[src/rtl/spi_port_pkg.sv]
package spi_port_pkg;

    localparam int BYTE_W = 8;
    localparam int DIV_W  = 3;

    typedef struct packed {
        logic             irq_en;
        logic             port_en;
        logic             lsb_first;
        logic             master;
        logic             sel_out;
        logic [DIV_W-1:0] div;
    } ctrl_t;

    typedef enum logic [1:0] {
        A_CTRL = 2'd0,
        A_STAT = 2'd1,
        A_DATA = 2'd2,
        A_SEL  = 2'd3
    } reg_addr_e;

    function automatic logic [BYTE_W-1:0] shift_in(input logic lsb,
                                                  input logic [BYTE_W-1:0] cur,
                                                  input logic b);
        if (lsb) return {b, cur[BYTE_W-1:1]};
        return {cur[BYTE_W-2:0], b};
    endfunction

    function automatic logic head_bit(input logic lsb, input logic [BYTE_W-1:0] cur);
        return lsb ? cur[0] : cur[BYTE_W-1];
    endfunction

endpackage

[src/rtl/spi_port_clkdiv.sv]
module spi_port_clkdiv #(
    parameter int DIV_W = 3
) (
    input  logic             clk,
    input  logic             rst,
    input  logic             run,
    input  logic [DIV_W-1:0] div,
    output logic             tick
);
    logic [DIV_W-1:0] cnt_q;

    assign tick = run && (cnt_q == div);

    always_ff @(posedge clk) begin
        if (rst || !run)      cnt_q <= '0;
        else if (cnt_q == div) cnt_q <= '0;
        else                   cnt_q <= cnt_q + 1'b1;
    end
endmodule

[src/rtl/spi_port_shifter.sv]
module spi_port_shifter
    import spi_port_pkg::*;
#(
    parameter int W = BYTE_W
) (
    input  logic         clk,
    input  logic         rst,
    input  logic         clear,
    input  logic         load,
    input  logic [W-1:0] load_val,
    input  logic         sample,
    input  logic         shift,
    input  logic         in_bit,
    input  logic         lsb,
    output logic         out_bit,
    output logic         cnt_zero,
    output logic         byte_done,
    output logic [W-1:0] rx_val
);
    localparam int CNT_W = $clog2(W);

    logic [W-1:0]     sh_q;
    logic [CNT_W-1:0] cnt_q;
    logic             rbit_q;

    assign rx_val    = shift_in(lsb, sh_q, rbit_q);
    assign out_bit   = head_bit(lsb, sh_q);
    assign cnt_zero  = (cnt_q == '0);
    assign byte_done = shift && !clear && !load && (cnt_q == CNT_W'(W-1));

    always_ff @(posedge clk) begin
        if (rst)         rbit_q <= 1'b0;
        else if (sample) rbit_q <= in_bit;
    end

    always_ff @(posedge clk) begin
        if (rst) begin
            sh_q  <= '0;
            cnt_q <= '0;
        end else if (clear) begin
            cnt_q <= '0;
        end else if (load) begin
            sh_q  <= load_val;
            cnt_q <= '0;
        end else if (shift) begin
            sh_q  <= rx_val;
            cnt_q <= (cnt_q == CNT_W'(W-1)) ? '0 : cnt_q + 1'b1;
        end
    end
endmodule

[src/rtl/spi_port.sv]
module spi_port
    import spi_port_pkg::*;
(
    input  logic              clk,
    input  logic              rst,
    input  logic              reg_wr,
    input  logic              reg_rd,
    input  logic [1:0]        reg_addr,
    input  logic [BYTE_W-1:0] reg_wdata,
    output logic [BYTE_W-1:0] reg_rdata,
    input  logic              gie,
    output logic              irq,
    input  logic              sck_i,
    output logic              sck_o,
    output logic              sck_oe,
    input  logic              mosi_i,
    output logic              mosi_o,
    output logic              mosi_oe,
    input  logic              miso_i,
    output logic              miso_o,
    output logic              miso_oe,
    input  logic              sel_n_i,
    output logic              sel_o,
    output logic              sel_oe
);
    ctrl_t             ctrl_q;
    logic              sel_lvl_q;
    logic              busy_q, sck_q;
    logic              done_q, coll_q, arm_q;
    logic [BYTE_W-1:0] rx_q, tx_q;
    logic [1:0]        sck_sy, sel_sy;

    logic sel_now, sck_rise, sck_fall;
    logic master_act, slave_act, fault;
    logic wr_ctrl, wr_data, rd_data, rd_stat, wr_sel;
    logic busy_any, start, tick, m_sample, m_shift;
    logic sh_clear, sh_load, sample, shift, in_bit;
    logic out_bit, cnt_zero, xfer_done;
    logic [BYTE_W-1:0] rx_val, load_val;

    always_ff @(posedge clk) begin
        if (rst) begin
            sck_sy <= 2'b00;
            sel_sy <= 2'b11;
        end else begin
            sck_sy <= {sck_sy[0], sck_i};
            sel_sy <= {sel_sy[0], sel_n_i};
        end
    end

    assign sel_now  = sel_sy[0];
    assign sck_rise = sck_sy[0] & ~sck_sy[1];
    assign sck_fall = ~sck_sy[0] & sck_sy[1];

    assign master_act = ctrl_q.port_en & ctrl_q.master;
    assign slave_act  = ctrl_q.port_en & ~ctrl_q.master & ~sel_now;
    assign fault      = master_act & ~ctrl_q.sel_out & ~sel_now;

    assign wr_ctrl = reg_wr && (reg_addr == A_CTRL);
    assign wr_data = reg_wr && (reg_addr == A_DATA);
    assign wr_sel  = reg_wr && (reg_addr == A_SEL);
    assign rd_data = reg_rd && (reg_addr == A_DATA);
    assign rd_stat = reg_rd && (reg_addr == A_STAT);

    assign busy_any = master_act ? busy_q : ~cnt_zero;
    assign start    = wr_data & master_act & ~busy_q & ~fault;

    spi_port_clkdiv #(.DIV_W(DIV_W)) u_div (
        .clk (clk),
        .rst (rst),
        .run (busy_q & master_act),
        .div (ctrl_q.div),
        .tick(tick)
    );

    assign m_sample = busy_q & tick & ~sck_q;
    assign m_shift  = busy_q & tick & sck_q;
    assign sample   = master_act ? m_sample : (slave_act & sck_rise);
    assign shift    = master_act ? m_shift  : (slave_act & sck_fall);
    assign in_bit   = master_act ? miso_i : mosi_i;
    assign sh_clear = fault | ~ctrl_q.port_en | (~ctrl_q.master & sel_now);
    assign sh_load  = start | (slave_act & cnt_zero & ~shift);
    assign load_val = start ? reg_wdata : tx_q;

    spi_port_shifter #(.W(BYTE_W)) u_sh (
        .clk      (clk),
        .rst      (rst),
        .clear    (sh_clear),
        .load     (sh_load),
        .load_val (load_val),
        .sample   (sample),
        .shift    (shift),
        .in_bit   (in_bit),
        .lsb      (ctrl_q.lsb_first),
        .out_bit  (out_bit),
        .cnt_zero (cnt_zero),
        .byte_done(xfer_done),
        .rx_val   (rx_val)
    );

    always_ff @(posedge clk) begin
        if (rst) begin
            busy_q <= 1'b0;
            sck_q  <= 1'b0;
        end else if (fault || !master_act) begin
            busy_q <= 1'b0;
            sck_q  <= 1'b0;
        end else if (start) begin
            busy_q <= 1'b1;
            sck_q  <= 1'b0;
        end else if (m_sample) begin
            sck_q <= 1'b1;
        end else if (m_shift) begin
            sck_q <= 1'b0;
            if (xfer_done) busy_q <= 1'b0;
        end
    end

    always_ff @(posedge clk) begin
        if (rst) begin
            ctrl_q    <= '0;
            sel_lvl_q <= 1'b0;
            tx_q      <= '0;
            rx_q      <= '0;
        end else begin
            if (wr_ctrl) ctrl_q <= ctrl_t'(reg_wdata);
            if (fault)   ctrl_q.master <= 1'b0;
            if (wr_sel)  sel_lvl_q <= reg_wdata[0];
            if (wr_data && !master_act && !busy_any) tx_q <= reg_wdata;
            if (xfer_done) rx_q <= rx_val;
        end
    end

    always_ff @(posedge clk) begin
        if (rst) begin
            done_q <= 1'b0;
            coll_q <= 1'b0;
            arm_q  <= 1'b0;
        end else begin
            if ((rd_data || wr_data) && arm_q) begin
                done_q <= 1'b0;
                coll_q <= 1'b0;
                arm_q  <= 1'b0;
            end
            if (rd_stat && done_q)    arm_q  <= 1'b1;
            if (xfer_done || fault)   done_q <= 1'b1;
            if (wr_data && busy_any)  coll_q <= 1'b1;
        end
    end

    always_comb begin
        unique case (reg_addr)
            A_CTRL:  reg_rdata = ctrl_q;
            A_STAT:  reg_rdata = {done_q, coll_q, {(BYTE_W-2){1'b0}}};
            A_DATA:  reg_rdata = rx_q;
            default: reg_rdata = {{(BYTE_W-1){1'b0}}, sel_lvl_q};
        endcase
    end

    assign irq     = done_q & ctrl_q.irq_en & gie;
    assign sck_o   = sck_q;
    assign sck_oe  = master_act;
    assign mosi_o  = out_bit;
    assign mosi_oe = master_act;
    assign miso_o  = out_bit;
    assign miso_oe = slave_act;
    assign sel_o   = sel_lvl_q;
    assign sel_oe  = master_act & ctrl_q.sel_out;
endmodule

[config.mk]
export PLATFORM = sky130hd
export DESIGN_NAME = spi_port
export DESIGN_NICKNAME = d
export VERILOG_FILES = /design/src/rtl/spi_port_pkg.sv /design/src/rtl/spi_port_clkdiv.sv /design/src/rtl/spi_port_shifter.sv /design/src/rtl/spi_port.sv
export SDC_FILE = /design/constraint.sdc
export NUM_CORES = 1
export LEC_CHECK = 0
export ABC_AREA = 1
export BUFFER_PORTS_ARGS = -buffer_cell sky130_fd_sc_hd__buf_4
export CAP_MARGIN = 5
export CORE_MARGIN = 10
export CORE_UTILIZATION = 50
export CTS_BUF_LIST = sky130_fd_sc_hd__clkbuf_16
export DETAILED_ROUTE_END_ITERATION = 7
export GPL_TIMING_DRIVEN = 1
export PLACE_DENSITY = 0.82
export SYNTH_ARGS = -nofsm -noshare
export SYNTH_HDL_FRONTEND = slang
export SYNTH_SLANG_ARGS = --single-unit
[constraint.sdc]
create_clock -name clk -period 1.9 [get_ports clk]
set_input_delay 0.095 -clock clk [delete_from_list [all_inputs] [get_ports clk]]
set_output_delay 0.095 -clock clk [all_outputs]
set_load 0.03 [all_outputs]
==> summary.md, run 1 <==
| Metric | Value |
|---|---|
| Number of global-route vias before repair | `2311` |
| Grt total ovfl | `0` |
| Least-Margin Pin Slew | `0.575 ns` |
| Worst skew pair latency | `0.28 ns` |
| Status | `finished clean` |
| Synth-to-Final Area Change | `19.7%` |
| First-pass GRT wire length | `10.8 mm` |
| Net Sw Frac | `22.9%` |
| RSZ-0062 raised after global routing | `no` |
| Synthesized Nets | `382` |
| Antenna violations before repair | `0` |
| Setup TNS | `0 ns` |
| Root Driver | `clkbuf_16` |
| DR WL/cell | `13.5 um` |
| Antenna Cells | `0` |
| Via density | `5.21` |
| Largest net degree at the start of global routing | `27` |
| Clk pwr share | `40.0%` |
| Syn avg cell area | `6.82 um^2` |
| Logic pwr share | `8.4%` |
| Min Tclk post-route | `1.74 ns` |
| Final GP Congestion | `0.906` |
| Fin Clk Skew | `0.00453 ns` |
| Worst min path class | `in2reg` |
| DPL Wire Length | `4.61 mm` |
| Fin. max-slew vios | `0` |
| Starting Density | `51.9%` |
| Setup crit start kind | `register` |
| Postcts setup bufs | `0` |
| Pwr dens | `694 mW/mm^2` |
| Share of cells above drive strength 1 | `17.3%` |
| Core area | `0.00472 mm^2` |
| NetSw | `467 uW` |
| Mapped Cells | `359` |
| Die Width | `90.0 um` |
| Post-route ant nets | `0` |
| Slew HR | `61.6%` |
| Achievable frequency | `574 MHz` |
| H-tree depth | `2` |
| Remaining DRCs | `0` |
| Yosys cell types | `30` |
| Final count of hold timing violations | `0` |
| Reg clk slew, reported paths | `0.06 ns` |
| Hold WS | `0.0333 ns` |
| Internal Power | `1.57 mW` |
| Num CTS Buffers | `5` |
| Most frequent cells in the layout | `nand2_1, nor2_1, dfxtp_1` |
| Reg area | `961 um^2` |
| Gr usage total | `15.4%` |
| Site Rows | `25` |
| Worst-case clock buffer depth | `2` |
| Final Cycle Share | `91.7%` |
| Area of the multi-input gates | `0.00126 mm^2` |
| Clk sink count | `48` |
| Initial drt markers | `164` |
| Register bit total from synthesis | `48` |
| WL final | `6.22 mm` |
| TritonCTS clock tree | `built` |
| Initial DRT Pass Iterations | `5` |
| Synth warn | `0` |
| Vias | `2403` |
| WP data required | `2.07 ns` |
| Final Setup Violations | `0` |
| Final net count | `417` |
| Seq/Total Area, Yosys | `39.2%` |
| Number of fill cells in the layout | `434` |
| Crit path DAT | `1.91 ns` |
| Leakage power | `1.35 nW` |
| Crit. End Element | `register` |
| IO Port Bufs | `35` |
| Die height | `90.0 um` |
| Critical path class | `reg2reg` |
| Sequential Power Share | `51.5%` |
| Worst-path maximum fanout | `11` |
| Commonest non-fill, non-tap cell in the layout | `nand2_1` |
| Max VDD drop | `659 uV` |
| Mapped Area | `0.00245 mm^2` |
| Die area | `0.00810 mm^2` |
| Ports | `36` |
| Max-cap violations | `0` |
-- cells by family (layout without fill, tap and decap cells) --
family,count (synthesis),in the layout,share of synthesized area (%)
and+or+nand+nor,165,165,30.5
AOI/OAI and AO/OA,80,80,17.2
buffers and inverters,60,95,10.4
DFF,48,48,39.2
adders and majority gates,4,4,2.04
xor gates and xnor gates,2,2,0.715
-- through the flow --
step                      total power [mW]  std cells  instance area (um^2)  util, %  setup WS (ns)
after CTS                             2.04        461                  2910     61.6         0.0963
final                                 2.04        461                  2930     62.1          0.157
after global placement                1.23        453                  2760     58.5          0.135
after detailed placement              1.24        453                  2760     58.5          0.116
after floorplan                       1.16        359                  2450        -          0.193
after global routing                  2.11        461                  2930     62.1         0.0304
-- cell usage after synthesis, drive strengths merged --
master / instances / area (um^2)
o21ai: 49 / 245
a21oi: 25 / 125
clkbuf: 6 / 22.5
and3: 1 / 6.26
or2: 1 / 6.26
buf: 9 / 62.6
nand2: 79 / 317
nor3: 1 / 5.00
a2111oi: 1 / 8.76
a221o: 1 / 10.0
nand3: 21 / 120
o31ai: 2 / 15.0
nand4: 5 / 61.3
ha: 4 / 50.1
o21a: 1 / 7.51
inv: 45 / 169
dfxtp: 48 / 961
a22o: 1 / 8.76
xnor2: 2 / 17.5
nor2: 57 / 231
-- final timing paths --
check                                from         to  slack (ns)  cells past startpoint
worst min register to register      sel_o      sel_o        0.46                      2
worst max register to register  ctrl_q[6]    rx_q[7]        0.16                      8
worst max-delay path            ctrl_q[6]    rx_q[7]        0.16                      8
worst min-delay path                sck_i  sck_sy[0]        0.03                      3
-- sequential cells by signal (all words and copies together), names as in the netlist, 2 cells and up --
name,flops
ctrl_q,8
rx_q,8
sck_sy,2
tx_q,8
u_div.cnt_q,3
u_sh.cnt_q,3
u_sh.sh_q,8
-- critical path: stages, from the launching register on --
cell     delay [ns]
dfxtp_1        0.39
nand2_2        0.08
buf_4          0.17
nor2_4         0.14
nand4_4        0.21
nand2_2        0.19
nand3_4        0.16
o21ai_0        0.24
nor2_1         0.06
-- power by group through the flow --
stage                     registers [mW]  logic (mW)  clock network, mW
after floorplan                     1.06       0.100                  0
final                               1.05       0.172              0.816
after global placement              1.07       0.163                  0
after global routing                1.05       0.193              0.867
after detailed placement            1.07       0.166                  0
after CTS                           1.05       0.170              0.826
-- metal layers --
layer	wire length, um	vias up	part of all wire, %	global-route usage, %
li1	-	1218	-	-
met4	84	0	1.4	4.64
met1	2860	1095	46	20.2
met2	2960	84	48	25.3
met3	308	6	5.0	2.58
met5	0	-	0	0
-- layout make-up --
| type | instances | area share (%) |
|---|---|---|
| tap | 67 | 2.86 |
| sequential | 48 | 32.8 |
| clock buffer | 5 | 4.27 |
| timing repair buffer | 43 | 11.1 |
| multi-input combinational | 251 | 42.9 |
| inverter | 45 | 5.84 |
| clock inverter | 2 | 0.299 |
-- what timing repair did --
item,4_1_cts,5_1_grt
hold buffers,1,0
gates resized for setup,0,6
setup endpoints to repair,0,9
endpoints found under the hold margin,1,0
Power figures use the tool's default switching activity.
==> inputs of run 2 (changes only) <==
--- a/config.mk
+++ b/config.mk
@@ -5,10 +5,8 @@
 export SDC_FILE = /design/constraint.sdc
 export NUM_CORES = 1
 export LEC_CHECK = 0
-export ABC_AREA = 1
 export BUFFER_PORTS_ARGS = -buffer_cell sky130_fd_sc_hd__buf_4
 export CAP_MARGIN = 5
-export CORE_MARGIN = 10
 export CORE_UTILIZATION = 50
 export CTS_BUF_LIST = sky130_fd_sc_hd__clkbuf_16
 export DETAILED_ROUTE_END_ITERATION = 7
==> summary.md, run 2 <==
| Metric | Value |
|---|---|
| Status | `finished clean` |
| Mapped Area | `0.00263 mm^2` |
| Min Tclk post-route | `1.79 ns` |
| Syn avg cell area | `8.56 um^2` |
| Worst R2R End | `u_sh.sh_q[1]` |
| Gr usage total | `25.9%` |
| TritonCTS clock tree | `built` |
| R2r startpoint | `ctrl_q[3]` |
| Reg area | `961 um^2` |
| Share of cells above drive strength 1 | `19.8%` |
| Final Setup Violations | `0` |
| Antenna violations before repair | `0` |
| Fin. max-slew vios | `0` |
| Initial drt markers | `192` |
| Critical path class | `reg2reg` |
| Final count of hold timing violations | `0` |
| Synthesized Nets | `330` |
| Least-Margin Pin Slew | `0.517 ns` |
| Starting Density | `51.8%` |
| Synth warn | `0` |
| Vias | `2326` |
| Mapped Cells | `307` |
| Post-synth top area share | `36.6%` |
| Slew HR | `65.0%` |
| Timing startpoint of the critical path | `ctrl_q[3]` |
| WL final | `6.49 mm` |
| Clk sink count | `48` |
| Die Width | `74.5 um` |
| Reg clk slew, reported paths | `0.07 ns` |
| Worst-case clock buffer depth | `2` |
| Achievable frequency | `560 MHz` |
| Register bit total from synthesis | `48` |
| RSZ-0062 raised after global routing | `no` |
| Setup TNS | `0 ns` |
| CP bufs+invs | `1` |
| Largest net degree at the start of global routing | `45` |
| Root Driver | `clkbuf_16` |
| Pwr dens | `696 mW/mm^2` |
| Core area | `0.00507 mm^2` |
| Worst-path cell chain | `o211ai_1 -> nor2_1 -> o31a_1 -> buf_4 -> o32ai_1` |
| Synth-to-Final Area Change | `20.6%` |
| Most frequent cells in the layout | `buf_4, dfxtp_1, mux2i_1` |
| Post-route ant nets | `0` |
| Placed cell area | `0.00298 mm^2` |
| Top-count cell post-synth | `dfxtp_1` |
| Final GP Congestion | `0.919` |
| Leakage power | `1.27 nW` |
| Max-cap violations | `0` |
| DR WL/cell | `15.7 um` |
| Max VDD drop | `576 uV` |
| Number of global-route vias before repair | `2143` |
| Post-route cell area | `0.00317 mm^2` |
| Die height | `74.5 um` |
| Cell taking the most area after synthesis | `dfxtp_1` |
| Seq/Total Area, Yosys | `36.6%` |
| Commonest non-fill, non-tap cell in the layout | `buf_4` |
| Critical Path Stages | `5` |
| DPL Wire Length | `4.70 mm` |
| FF-to-FF path depth | `5` |
| Via density | `5.62` |
| Post-synth EDFFs | `0` |
| Final WS setup | `0.113 ns` |
| Worst skew pair latency | `0.30 ns` |
| Final Cycle Share | `94.1%` |
| IO Port Bufs | `35` |
| Crit. End Element | `register` |
| Final net count | `366` |
| Antenna Cells | `0` |
| WP data required | `2.09 ns` |
| Remaining DRCs | `0` |
| Yosys cell types | `51` |
| Critical-path top delay cell | `o211ai_1` |
| Setup crit start kind | `register` |
| Worst-path maximum fanout | `8` |
| Fin Clk Skew | `0.00714 ns` |
| First-pass GRT wire length | `10.6 mm` |
| Site Rows | `26` |
| Power Total | `2.21 mW` |
| Pre-CTS setup slack | `0.0790 ns` |
| Capture point of the worst path | `u_sh.sh_q[1]` |
| Number of fill cells in the layout | `471` |
| Num CTS Buffers | `5` |
| Area of the multi-input gates | `0.00143 mm^2` |
| Ports | `36` |
| H-tree depth | `2` |
| Delay of the slowest critical-path stage | `0.42 ns` |
| Worst min path class | `in2reg` |
| Area contributors post-synth | `dfxtp_1, mux2i_1, inv_1, nor2_1, a221oi_1` |
| Fin util | `62.5%` |
| Worst R2R Setup Slack | `0.11 ns` |
| Crit path DAT | `1.98 ns` |
| Initial DRT Pass Iterations | `4` |
| Post-synth top flop | `dfxtp_1` |
| Synth top cells by count | `dfxtp_1, mux2i_1, inv_1, nor2_1, clkbuf_1` |
| CP delay by family, top | `compound AO/OA/AOI/OAI gates` |
| Grt total ovfl | `0` |
| Post-synth ARST share | `0%` |
| Die area | `0.00555 mm^2` |
run 2: cell count changes in the layout (fill, tap and decap cells not counted), sizes merged, moves of 9 or more:
cell,delta
o21ai,-39
nand3,-12
mux2i,+33
and3,+10
a21oi,-18
nand2,-69
nor2,-27
a221oi,+9
buf,+10
inv,-16
run 2: per-stage QoR:
step	hold slack [ns]	cells
after global routing	0.0278	414
after CTS	0.0157	413
final	0.0151	414
after global placement	0.284	404
after detailed placement	0.289	404
after floorplan	0.199	307
run 2: how the worst min path moves through the flow:
stage,from,end,cells past startpoint
after floorplan,sel_n_i,sel_sy[0],1
after global placement,sel_n_i,sel_sy[0],2
after detailed placement,sel_n_i,sel_sy[0],2
after CTS,sck_i,sck_sy[0],2
after global routing,sck_i,sck_sy[0],2
final,sck_i,sck_sy[0],2
run 2: final cells by class:
type	count	share of cell area [%]
multi-input cells	204	45.2
flip-flops and latches	48	30.3
repair buffers	53	12.6
clock buffers	5	3.95
inverters	31	3.79
well taps	70	2.76
clock inverters	3	1.34
run 2: repair_timing:
item	4_1_cts	5_1_grt
setup endpoints to repair	0	14
hold buffers	1	0
endpoints found under the hold margin	1	0
setup buffers	0	1
resized for setup	0	1
run 2: logic make-up after synthesis:
kind of cell / synth area share, %
XOR/XNOR: 1.33
multiplexers: 12.6
buffers and inverters: 9.00
adder cells (fa/ha/maj): 1.90
flip-flops: 36.6
AND/OR/NAND/NOR: 21.7
AO/OA/AOI/OAI: 16.9
run 2: power breakdown:
group / leakage (nW) / switching, mW / total, mW / internal (mW)
logic: 0.805 / 0.0899 / 0.165 / 0.0746
registers: 0.388 / 0.0152 / 1.04 / 1.02
clock network: 0.0798 / 0.387 / 1.01 / 0.618
run 2: worst register-to-register path, delay by kind of cell (launching register included):
kind                   cells  cell delay (ns)
buffers and inverters      1             0.17
and+or+nand+nor            1             0.17
AOI/OAI and AO/OA          3             1.00
DFF                        1             0.36
run 2: per-layer routing:
metal	up-vias	global-route usage [%]	routed length [um]
met5	-	0	0
met4	0	8.60	131
met3	10	5.69	386
met2	66	42.2	3070
met1	1069	33.9	2910
li1	1181	-	-
==> inputs of run 3 (changes only) <==
--- a/config.mk
+++ b/config.mk
@@ -7,11 +7,12 @@
 export LEC_CHECK = 0
 export BUFFER_PORTS_ARGS = -buffer_cell sky130_fd_sc_hd__buf_4
 export CAP_MARGIN = 5
-export CORE_UTILIZATION = 50
+export CORE_UTILIZATION = 57
 export CTS_BUF_LIST = sky130_fd_sc_hd__clkbuf_16
 export DETAILED_ROUTE_END_ITERATION = 7
 export GPL_TIMING_DRIVEN = 1
-export PLACE_DENSITY = 0.82
+export PLACE_DENSITY = 0.9
 export SYNTH_ARGS = -nofsm -noshare
 export SYNTH_HDL_FRONTEND = slang
+export SYNTH_HIERARCHICAL = 1
 export SYNTH_SLANG_ARGS = --single-unit
==> summary.md, run 3 <==
| Metric | Value |
|---|---|
| H-tree depth | `2` |
| Max-cap violations | `0` |
| Worst-path maximum fanout | `5` |
| Final GP Congestion | `0.916` |
| Cell taking the most area after synthesis | `dfxtp_1` |
| RSZ-0062 raised after global routing | `yes` |
| DPL Wire Length | `4.51 mm` |
| TritonCTS clock tree | `built` |
| Non-Filler Instances | `365` |
| Synth-to-Final Area Change | `28.2%` |
| Fin Clk Skew | `0.0132 ns` |
| Crit path DAT | `2.12 ns` |
| Sequential Power Share | `46.0%` |
| Root Driver | `clkbuf_16` |
| DR WL/cell | `19.5 um` |
| Register bit total from synthesis | `48` |
| Capture point of the worst path | `rx_q[2]` |
| Failing checks | `setup timing` |
| Final WS setup | `-0.0531 ns` |
| Commonest non-fill, non-tap cell in the layout | `buf_4` |
| Post-synth EDFFs | `0` |
| Logic pwr share | `8.3%` |
| Die height | `68.8 um` |
| Number of global-route vias before repair | `2230` |
| Worst-case clock buffer depth | `2` |
| Final Setup Violations | `16` |
| Die area | `0.00473 mm^2` |
| Synth warn | `6` |
| Antenna Cells | `0` |
| Grt total ovfl | `0` |
| Site Rows | `23` |
| Clk pwr share | `45.7%` |
| Timing startpoint of the critical path | `u_div/cnt_q[0]` |
| Area contributors post-synth | `dfxtp_1, mux2i_1, mux2_4, mux2_2, nor2_1` |
| Yosys cell types | `42` |
| Initial DRT Pass Iterations | `5` |
| Worst R2R End | `rx_q[2]` |
| Achievable frequency | `512 MHz` |
| Synth top cells by count | `dfxtp_1, mux2i_1, nor2_1, a21oi_1` |
| R2r startpoint | `u_div/cnt_q[0]` |
| Top-count cell post-synth | `dfxtp_1` |
| Post-synth top area share | `37.8%` |
| Worst R2R Setup Slack | `-0.05 ns` |
| First-pass GRT wire length | `10.9 mm` |
| Num CTS Buffers | `5` |
| Reg clk slew, reported paths | `0.06 ns` |
| Critical path class | `reg2reg` |
| Core area | `0.00414 mm^2` |
| Post-route ant nets | `0` |
| Max VDD drop | `625 uV` |
| Final Cycle Share | `103%` |
| Final count of hold timing violations | `0` |
| Vias | `2264` |
| Ports | `36` |
| Post-synth ARST share | `0%` |
| WL final | `7.10 mm` |
| Leakage power | `1.30 nW` |
| Least-Margin Pin Slew | `0.582 ns` |
| Min Tclk post-route | `1.95 ns` |
| Setup crit start kind | `register` |
| Initial drt markers | `226` |
| Fin util | `78.6%` |
| IO Port Bufs | `35` |
| Worst skew pair latency | `0.30 ns` |
| Remaining DRCs | `0` |
| Antenna violations before repair | `0` |
| Mapped Area | `0.00254 mm^2` |
| Internal Power | `1.73 mW` |
| Slew HR | `61.1%` |
| Syn avg cell area | `9.77 um^2` |
| WP data required | `2.07 ns` |
| Mapped Cells | `260` |
| Net Sw Frac | `23.1%` |
| Crit. End Element | `register` |
| Worst min path class | `in2reg` |
| NetSw | `522 uW` |
| Via density | `6.20` |
| Gr usage total | `32.9%` |
| Synthesized Nets | `283` |
| Seq/Total Area, Yosys | `37.8%` |
| Fin. max-slew vios | `0` |
| Post-synth top flop | `dfxtp_1` |
| Share of cells above drive strength 1 | `38.7%` |
| Clk sink count | `48` |
| Power Total | `2.25 mW` |
| Final net count | `337` |
| Placed cells | `349` |
| Starting Density | `61.3%` |
| Most frequent cells in the layout | `buf_4, dfxtp_1, mux2i_1` |
| FF-to-FF path depth | `10` |
| Status | `complete, but fails checks` |
| Die Width | `68.8 um` |
| Pwr dens | `692 mW/mm^2` |
| Largest net degree at the start of global routing | `40` |
==> run 3: layout make-up <==
class | count | area [um^2]
clock buffer | 5 | 125
clock inverter | 3 | 46.3
fill | 242 | 887
inverter | 10 | 37.5
multi-input combinational | 183 | 1510
sequential | 48 | 973
tap | 50 | 62.6
timing repair buffer | 66 | 502
==> run 3: worst max-delay path, cell delays in order (launching register included) <==
cell	delay, ns
dfxtp_2	0.34
xnor2_2	0.19
and4_4	0.29
nand2_4	0.06
nor2_2	0.09
a32o_2	0.15
nand2_2	0.06
nor3_4	0.21
buf_6	0.18
mux2i_1	0.21
nor2_1	0.06
==> run 3: worst min-delay path by stage <==
| stage | startpoint | end | slack, ns | cells after the start |
|---|---|---|---|---|
| 2_1_floorplan | rst | u_sh/rbit_q | 0.17 | 1 |
| 3_3_place_gp | sel_n_i | sel_sy[0] | 0.28 | 2 |
| 3_5_place_dp | sel_n_i | sel_sy[0] | 0.28 | 2 |
| 4_1_cts | sck_i | sck_sy[0] | 0.05 | 2 |
| 5_1_grt | sck_i | sck_sy[0] | 0.01 | 2 |
| 6_report | sck_i | sck_sy[0] | 0.01 | 2 |
==> run 3: stage by stage <==
step / hold slack, ns / setup WS (ns) / TNS, ns / cell area (um^2)
floorplan: 0.167 / -0.123 / -1.10 / 2600
global placement: 0.284 / 0.0327 / 0 / 2970
detailed placement: 0.282 / -0.128 / -0.763 / 2970
CTS: 0.0452 / -0.0277 / -0.0505 / 3250
global route: 0.0141 / -0.111 / -1.49 / 3260
finish: 0.0139 / -0.0531 / -0.486 / 3260
==> run 3: power groups by stage <==
stage	clock network [mW]	registers, mW	logic, mW
after floorplan	0	1.05	0.0955
after global placement	0	1.06	0.166
after detailed placement	0	1.06	0.172
after CTS	1.04	1.04	0.180
after global routing	1.08	1.04	0.197
final	1.03	1.04	0.186
==> run 3: logic make-up after synthesis <==
logic type / Yosys count / synth area share (%)
flip-flops: 48 / 37.8
buffers and inverters: 29 / 5.96
XOR/XNOR: 4 / 1.38
AND/OR/NAND/NOR: 72 / 15.9
AO/OA/AOI/OAI: 49 / 13.6
multiplexers: 54 / 23.4
adder cells (fa/ha/maj): 4 / 1.97
==> run 3: metal layers <==
| metal | global-route usage, % | share of wire (%) | vias to the layer above |
|---|---|---|---|
| met5 | 0 | 0 | - |
| met4 | 20.2 | 3.4 | 0 |
| met3 | 9.87 | 7.8 | 29 |
| met2 | 53.3 | 48 | 111 |
| met1 | 37.8 | 41 | 1077 |
| li1 | - | - | 1047 |
==> run 3: timing repair <==
item | CTS | global route
cloned | 1 | 0
pin swaps | 5 | 4
hold endpoints to repair | 1 | 0
setup endpoints to repair | 17 | 19
gates resized for setup | 15 | 2
buffers inserted | 5 | 1
hold buffers | 1 | 0
